<file path="config.mk">
export PLATFORM = sky130hd
export DESIGN_NAME = q15_sat_alu
export DESIGN_NICKNAME = d
export VERILOG_FILES = /design/src/rtl/q15_pkg.sv /design/src/rtl/q15_decode.sv /design/src/rtl/q15_addsub.sv /design/src/rtl/q15_frac_mul.sv /design/src/rtl/q15_out_stage.sv /design/src/rtl/q15_sat_alu.sv
export SDC_FILE = /design/constraint.sdc
export NUM_CORES = 1
export LEC_CHECK = 0
export BUFFER_PORTS_ARGS = -buffer_cell sky130_fd_sc_hd__clkbuf_2
export CORE_AREA = 2 2 193 157
export DETAILED_ROUTE_END_ITERATION = 8
export DIE_AREA = 0 0 195 159
export PLACE_DENSITY = 0.88
export SYNTH_ARGS = -nofsm -noshare
export SYNTH_HDL_FRONTEND = slang
export SYNTH_SLANG_ARGS = --single-unit
</file>
<file path="constraint.sdc">
create_clock -name clk -period 24.3 [get_ports clk]
set_clock_uncertainty 0.1 [all_clocks]
set_input_delay 2.43 -clock clk [delete_from_list [all_inputs] [get_ports clk]]
set_output_delay 2.43 -clock clk [all_outputs]
set_load 0.03 [all_outputs]
</file>
<file path="src/rtl/q15_pkg.sv">
package q15_pkg;

  typedef enum logic [2:0] {
    OP_NONE = 3'd0,
    OP_SADD = 3'd1,
    OP_SSUB = 3'd2,
    OP_UADD = 3'd3,
    OP_USUB = 3'd4,
    OP_MBB  = 3'd5,
    OP_MBT  = 3'd6,
    OP_MTT  = 3'd7
  } q15_op_e;

  localparam int FUNCW = 7;

  localparam logic [FUNCW-1:0] FN_SADD = 7'b0000010;
  localparam logic [FUNCW-1:0] FN_SSUB = 7'b0000011;
  localparam logic [FUNCW-1:0] FN_UADD = 7'b0001010;
  localparam logic [FUNCW-1:0] FN_USUB = 7'b0001011;
  localparam logic [FUNCW-1:0] FN_MBB  = 7'b0000110;
  localparam logic [FUNCW-1:0] FN_MBT  = 7'b0001110;
  localparam logic [FUNCW-1:0] FN_MTT  = 7'b0010110;

  typedef struct packed {
    q15_op_e op;
    logic    is_mul;
    logic    legal;
  } q15_dec_t;

endpackage

</file>
<file path="src/rtl/q15_decode.sv">
module q15_decode
  import q15_pkg::*;
(
  input  logic [FUNCW-1:0] func,
  output q15_dec_t         dec
);

  always_comb begin
    dec.op     = OP_NONE;
    dec.is_mul = 1'b0;
    dec.legal  = 1'b1;
    unique case (func)
      FN_SADD: dec.op = OP_SADD;
      FN_SSUB: dec.op = OP_SSUB;
      FN_UADD: dec.op = OP_UADD;
      FN_USUB: dec.op = OP_USUB;
      FN_MBB: begin
        dec.op     = OP_MBB;
        dec.is_mul = 1'b1;
      end
      FN_MBT: begin
        dec.op     = OP_MBT;
        dec.is_mul = 1'b1;
      end
      FN_MTT: begin
        dec.op     = OP_MTT;
        dec.is_mul = 1'b1;
      end
      default: dec.legal = 1'b0;
    endcase
  end

endmodule

</file>
<file path="src/rtl/q15_addsub.sv">
module q15_addsub
  import q15_pkg::*;
#(
  parameter int OPW = 32,
  parameter int RW  = 16
) (
  input  q15_op_e         op,
  input  logic [OPW-1:0]  a,
  input  logic [OPW-1:0]  b,
  output logic [RW-1:0]   res,
  output logic            sat
);

  localparam int SW = OPW + 2;
  localparam logic signed [SW-1:0] SMAX   = SW'((64'd1 << (RW-1)) - 64'd1);
  localparam logic signed [SW-1:0] SMIN   = -SMAX - SW'(1);
  localparam logic [OPW-1:0]       UMAXR  = OPW'((64'd1 << RW) - 64'd1);
  localparam logic [OPW-1:0]       UMAXW  = '1;

  logic signed [SW-1:0] s_val;
  logic [OPW:0]         u_sum;
  logic [OPW:0]         u_dif;
  logic [OPW-1:0]       u_wide;
  logic                 u_sat_wide;

  // Signed path: exact at two bits of headroom, then clamp to RW bits.
  always_comb begin
    if (op == OP_SSUB)
      s_val = $signed({{2{a[OPW-1]}}, a}) - $signed({{2{b[OPW-1]}}, b});
    else
      s_val = $signed({{2{a[OPW-1]}}, a}) + $signed({{2{b[OPW-1]}}, b});
  end

  // Unsigned path: first clamp to OPW bits, then to RW bits.
  assign u_sum = {1'b0, a} + {1'b0, b};
  assign u_dif = {1'b0, a} - {1'b0, b};

  always_comb begin
    if (op == OP_USUB) begin
      u_sat_wide = u_dif[OPW];
      u_wide     = u_dif[OPW] ? '0 : u_dif[OPW-1:0];
    end else begin
      u_sat_wide = u_sum[OPW];
      u_wide     = u_sum[OPW] ? UMAXW : u_sum[OPW-1:0];
    end
  end

  always_comb begin
    res = '0;
    sat = 1'b0;
    if (op == OP_UADD || op == OP_USUB) begin
      if (u_wide > UMAXR) begin
        res = UMAXR[RW-1:0];
        sat = 1'b1;
      end else begin
        res = u_wide[RW-1:0];
        sat = u_sat_wide;
      end
    end else if (op == OP_SADD || op == OP_SSUB) begin
      if (s_val > SMAX) begin
        res = SMAX[RW-1:0];
        sat = 1'b1;
      end else if (s_val < SMIN) begin
        res = SMIN[RW-1:0];
        sat = 1'b1;
      end else begin
        res = s_val[RW-1:0];
      end
    end
  end

endmodule

</file>
<file path="src/rtl/q15_frac_mul.sv">
module q15_frac_mul
  import q15_pkg::*;
#(
  parameter int OPW = 32,
  parameter int HW  = 16
) (
  input  q15_op_e         op,
  input  logic [OPW-1:0]  a,
  input  logic [OPW-1:0]  b,
  output logic [HW-1:0]   res,
  output logic            sat
);

  localparam int PW = 2 * HW;
  localparam logic signed [PW-1:0] MMAX = PW'((64'd1 << (HW-1)) - 64'd1);
  localparam logic signed [PW-1:0] MMIN = -MMAX - PW'(1);

  logic signed [HW-1:0] a_h;
  logic signed [HW-1:0] b_h;
  logic signed [PW-1:0] prod;
  logic signed [PW-1:0] shifted;

  // Halfword pick: first operand goes high only for top-by-top,
  // second operand stays low only for bottom-by-bottom.
  assign a_h = (op == OP_MTT) ? a[2*HW-1:HW] : a[HW-1:0];
  assign b_h = (op == OP_MBB) ? b[HW-1:0]    : b[2*HW-1:HW];

  assign prod    = a_h * b_h;
  assign shifted = prod >>> (HW - 1);

  always_comb begin
    if (shifted > MMAX) begin
      res = MMAX[HW-1:0];
      sat = 1'b1;
    end else if (shifted < MMIN) begin
      res = MMIN[HW-1:0];
      sat = 1'b1;
    end else begin
      res = shifted[HW-1:0];
      sat = 1'b0;
    end
  end

endmodule

</file>
<file path="src/rtl/q15_out_stage.sv">
module q15_out_stage #(
  parameter int XLEN = 32,
  parameter int RW   = 16
) (
  input  logic            clk,
  input  logic            rst_n,
  input  logic            take,
  input  logic [RW-1:0]   res,
  input  logic            sat,
  input  logic            ill,
  input  logic            out_ready,
  output logic            out_valid,
  output logic [XLEN-1:0] out_result,
  output logic            out_sat,
  output logic            out_illegal
);

  logic [XLEN-1:0] ext;

  generate
    if (XLEN > RW) begin : g_sext
      assign ext = {{(XLEN-RW){res[RW-1]}}, res};
    end else begin : g_trunc
      assign ext = res[XLEN-1:0];
    end
  endgenerate

  always_ff @(posedge clk) begin
    if (!rst_n) begin
      out_valid   <= 1'b0;
      out_result  <= '0;
      out_sat     <= 1'b0;
      out_illegal <= 1'b0;
    end else if (take) begin
      out_valid   <= 1'b1;
      out_result  <= ext;
      out_sat     <= sat;
      out_illegal <= ill;
    end else if (out_ready) begin
      out_valid   <= 1'b0;
      out_sat     <= 1'b0;
      out_illegal <= 1'b0;
    end
  end

  // result upper bits always replicate bit RW-1
  generate
    if (XLEN > RW) begin : g_sext_chk
      p_sext_r13: assert property (@(posedge clk) disable iff (!rst_n)
        out_valid |-> (out_result[XLEN-1:RW] == {(XLEN-RW){out_result[RW-1]}}));
    end
  endgenerate

  p_hold_r11: assert property (@(posedge clk) disable iff (!rst_n)
    (out_valid && !out_ready) |=> (out_valid && $stable(out_result)
                                   && $stable(out_sat) && $stable(out_illegal)));

  p_flag_qual_r8: assert property (@(posedge clk) disable iff (!rst_n)
    (out_sat || out_illegal) |-> out_valid);

endmodule

</file>
<file path="src/rtl/q15_sat_alu.sv">
module q15_sat_alu
  import q15_pkg::*;
#(
  parameter int XLEN = 32
) (
  input  logic             clk,
  input  logic             rst_n,
  input  logic             in_valid,
  output logic             in_ready,
  input  logic [6:0]       in_func,
  input  logic [XLEN-1:0]  in_a,
  input  logic [XLEN-1:0]  in_b,
  output logic             out_valid,
  input  logic             out_ready,
  output logic [XLEN-1:0]  out_result,
  output logic             out_sat,
  output logic             out_illegal
);

  localparam int OPW = 32;
  localparam int RW  = 16;

  q15_dec_t        dec;
  logic [OPW-1:0]  a_w;
  logic [OPW-1:0]  b_w;
  logic [RW-1:0]   as_res;
  logic            as_sat;
  logic [RW-1:0]   mu_res;
  logic            mu_sat;
  logic [RW-1:0]   sel_res;
  logic            sel_sat;
  logic            take;

  assign a_w = in_a[OPW-1:0];
  assign b_w = in_b[OPW-1:0];

  q15_decode i_dec (
    .func (in_func),
    .dec  (dec)
  );

  q15_addsub #(.OPW(OPW), .RW(RW)) i_addsub (
    .op  (dec.op),
    .a   (a_w),
    .b   (b_w),
    .res (as_res),
    .sat (as_sat)
  );

  q15_frac_mul #(.OPW(OPW), .HW(RW)) i_mul (
    .op  (dec.op),
    .a   (a_w),
    .b   (b_w),
    .res (mu_res),
    .sat (mu_sat)
  );

  always_comb begin
    if (!dec.legal) begin
      sel_res = '0;
      sel_sat = 1'b0;
    end else if (dec.is_mul) begin
      sel_res = mu_res;
      sel_sat = mu_sat;
    end else begin
      sel_res = as_res;
      sel_sat = as_sat;
    end
  end

  assign in_ready = !out_valid || out_ready;
  assign take     = in_valid && in_ready;

  q15_out_stage #(.XLEN(XLEN), .RW(RW)) i_out (
    .clk         (clk),
    .rst_n       (rst_n),
    .take        (take),
    .res         (sel_res),
    .sat         (sel_sat),
    .ill         (!dec.legal),
    .out_ready   (out_ready),
    .out_valid   (out_valid),
    .out_result  (out_result),
    .out_sat     (out_sat),
    .out_illegal (out_illegal)
  );

  p_latency_r10: assert property (@(posedge clk) disable iff (!rst_n)
    take |=> out_valid);

  p_ready_r10: assert property (@(posedge clk) disable iff (!rst_n)
    !out_valid |-> in_ready);

  p_illegal_zero_r9: assert property (@(posedge clk) disable iff (!rst_n)
    (out_valid && out_illegal) |-> (out_result == '0 && !out_sat));

  p_mul_ovf_r7: assert property (@(posedge clk) disable iff (!rst_n)
    (take && dec.is_mul && mu_sat) |=> (out_result[RW-1:0] == 16'h7fff && out_sat));

  p_usub_floor_r5: assert property (@(posedge clk) disable iff (!rst_n)
    (take && in_func == FN_USUB && a_w < b_w) |=> (out_result == '0 && out_sat));

endmodule

</file>
==> reports/metrics.csv <==
stage;metric;value;unit
grt;grt_max_degree;43;
setup_path;crit_path_top_delay_cell;mux2i_1;
finish;nets;3018;
synthesis;ys_warn_count;0;
setup_path;required;24.30;ns
clocking;ctsResizeCount;0;
run;cap_violations;1;
synthesis;synth-main-ff-cell;dfxtp_1;
grt;grtUsageTotal;47.9;%
routing;wl_per_cell;26.0;um
placement;dp_hpwl;62300;um
routing;drtAntennaViolNets;0;
synthesis;synth.top_cell.area_share;28.3;%
synthesis;synth_nets;3006;
setup_path;crit_buf_inv;5;
setup_path;r2r_end;i_out.out_result[1]$_SDFFE_PN0P_;
clocking;clkSinkCount;19;
synthesis;seq_area_frac_synth;2.03;%
timing;relSlewSlack;1.25;%
clocking;cts.clk_slew.worst_paths;0.06;ns
clocking;tritoncts;built;
setup_path;cpMostUsedCell;fa_1;
synthesis;synth_area_leaders;fa_1, ha_1, inv_1;
clocking;cts_htree_levels;1;
synthesis;syn-cell-area;0.0187;mm^2
synthesis;ys_async_sr_fraction;0;%
setup_path;rrSetupSlack;22.22;ns
die;die_height;159;um
hold_path;hp-start;i_out.out_result[0]$_SDFFE_PN0P_;
clocking;clockRootBuffer;clkbuf_16;
synthesis;synth_largest_area_cell;fa_1;
die;core_region_area;0.0290;mm^2
placement;io_buffers;110;
synthesis;avgSynthCellArea;7.50;um^2
setup_path;timing.rr.start;i_out.out_valid$_SDFFE_PN0P_;
routing;finalWirelength;74800;um
finish;seq_area;380;um^2
finish;multi_input_area;0.0163;mm^2
clocking;cts_setup_buffers;0;
outcome;violations;DRC, capacitance limit;
die;std_cell_rows;56;
die;dieArea;0.0310;mm^2
finish;area_growth;3.71;%
die;die_w;195;um
setup_path;start_kind;input pin;
timing;whs;0.350;ns
timing;hold_violations;0;
setup_path;critPathKind;input pin to flip-flop;
hold_path;holdPathEnd;i_out.out_result[0]$_SDFFE_PN0P_;
timing;fin_setup_tns;0;ns
placement;place.gp.congestion;1.10;
timing;tightest_slew;1.48;ns
routing;drtIter0Drc;3208;
routing;firstDrtPassIters;9;
die;pin_count;111;
routing;drc;23;
setup_path;slowest_delay;0.90;ns
synthesis;syn_inst;2492;
grt;grt_pass1_wl;114000;um
clocking;hold_buffers;0;
setup_path;critPathCaptureType;flip-flop;
setup_path;crit_family;adder cells;
grt;grt_pass1_vias;19551;
finish;layout-drive-gt1-share;7.35;%
timing;layout_min_cycle_time;11.61;ns
grt;overflow;0;
setup_path;cp.arrival;11.61;ns
timing;finalCritPeriodShare;47.8;%
outcome;status;finished with violations;
timing;rsz0062_at_grt;false;
hold_path;hold_path_class;flip-flop to flip-flop;
grt;antenna_found_initial;2;
routing;vias_per_cell;6.90;
synthesis;synth_edf_count;0;
clocking;numCtsBuffers;3;
timing;fmax;86.1;MHz
routing;vias;19871;
synthesis;ys_types;91;
finish;diodes;0;
clocking;clk_latency;0.25;ns
setup_path;critPathMaxFanout;31;
synthesis;synth_seq_cells;19;
timing;setup_viol;0;
die;initial_utilization;64.5;%
finish;nFillCells;2425;
timing;maxSlewViolCount;0;
setup_path;r2r_cells;7;
clocking;cts_buffer_depth;2;
hold_path;hold_depth;2;
-- sequential cells by signal, summed over array words and instances, names as in the netlist --
signal,flops
i_out.out_illegal,1
i_out.out_valid,1
i_out.out_sat,1
i_out.out_result,16
-- layout make-up --
type | count | area share, %
clock buffers | 3 | 0.387
well taps | 377 | 2.43
inverters | 408 | 7.90
clock inverters | 1 | 0.0258
multi-input cells | 1949 | 84.0
repair buffers | 123 | 3.34
flip-flops and latches | 19 | 1.96
-- metal layers --
layer,part of all wire [%],track usage (%),vias to the layer above
met2,39,67.0,1715
met4,6.9,24.9,2
li1,-,-,8374
met1,37,63.2,9418
met5,0.047,0,-
met3,17,19.9,362
-- through the flow --
step,utilization (%),instance area [um^2],setup WS [ns],std cells
floorplan,-,18700,13.85,2492
global placement,66.6,19300,12.99,2876
detailed placement,66.6,19300,12.70,2876
CTS,66.8,19400,12.94,2880
global route,66.9,19400,12.30,2880
finish,66.9,19400,12.69,2880
-- cells in the mapped netlist, types with 19 or more instances --
library cell,count
a21o_1,45
a21oi_1,165
clkbuf_1,87
dfxtp_1,19
fa_1,264
ha_1,175
inv_1,408
mux2_2,20
mux2i_1,27
nand2_1,242
nand2b_1,25
nand3_1,45
nand4_1,26
nor2_1,271
nor2b_1,30
nor3_1,35
nor4_1,27
o21ai_0,85
o21bai_1,21
o31ai_1,25
or2_2,20
xnor2_1,73
-- layout by cell type, fill, tap and decap left out, types with 26 or more instances in the layout --
cell type,n
fa_1,264
mux2i_1,27
nand4_1,26
nor4_1,27
clkbuf_2,110
nand3_1,45
nor2b_1,30
a21o_1,45
o21ai_0,85
nor3_1,35
ha_1,175
xnor2_1,73
nor2_1,271
nand2_1,242
inv_1,408
a21oi_1,164
-- how the worst max path moves through the flow --
stage,startpoint,end,slack [ns],cells after the start
CTS,in_func[5],i_out.out_result[11]$_SDFFE_PN0P_,12.94,26
global placement,in_func[3],i_out.out_result[11]$_SDFFE_PN0P_,12.99,25
finish,in_func[5],i_out.out_result[11]$_SDFFE_PN0P_,12.69,26
global route,in_func[5],i_out.out_result[11]$_SDFFE_PN0P_,12.30,26
detailed placement,in_func[5],i_out.out_result[11]$_SDFFE_PN0P_,12.70,26
floorplan,in_func[0],i_out.out_result[11]$_SDFFE_PN0P_,13.85,31
-- kinds of logic (layout without fill, tap and decap cells) --
family	count (synthesis)	after routing	synth area share [%]
xor gates and xnor gates	88	88	4.16
adders and majority gates	439	439	40.0
and+or+nand+nor	805	805	20.1
muxes	47	47	2.65
DFF	19	19	2.03
AOI/OAI and AO/OA	570	570	20.2
buffers and inverters	524	535	10.9
-- worst register-to-register path, stage by stage (launching register included) --
cell	delay (ns)
dfxtp_1	0.31
nand2b_1	0.10
nand2_1	0.19
nor2b_1	0.20
and2_1	0.34
nand2_1	0.34
a211o_1	0.32
o21ai_1	0.12
Power is not shown: default switching activity piles up to over one toggle a cycle in this logic, so the estimate is an artifact.
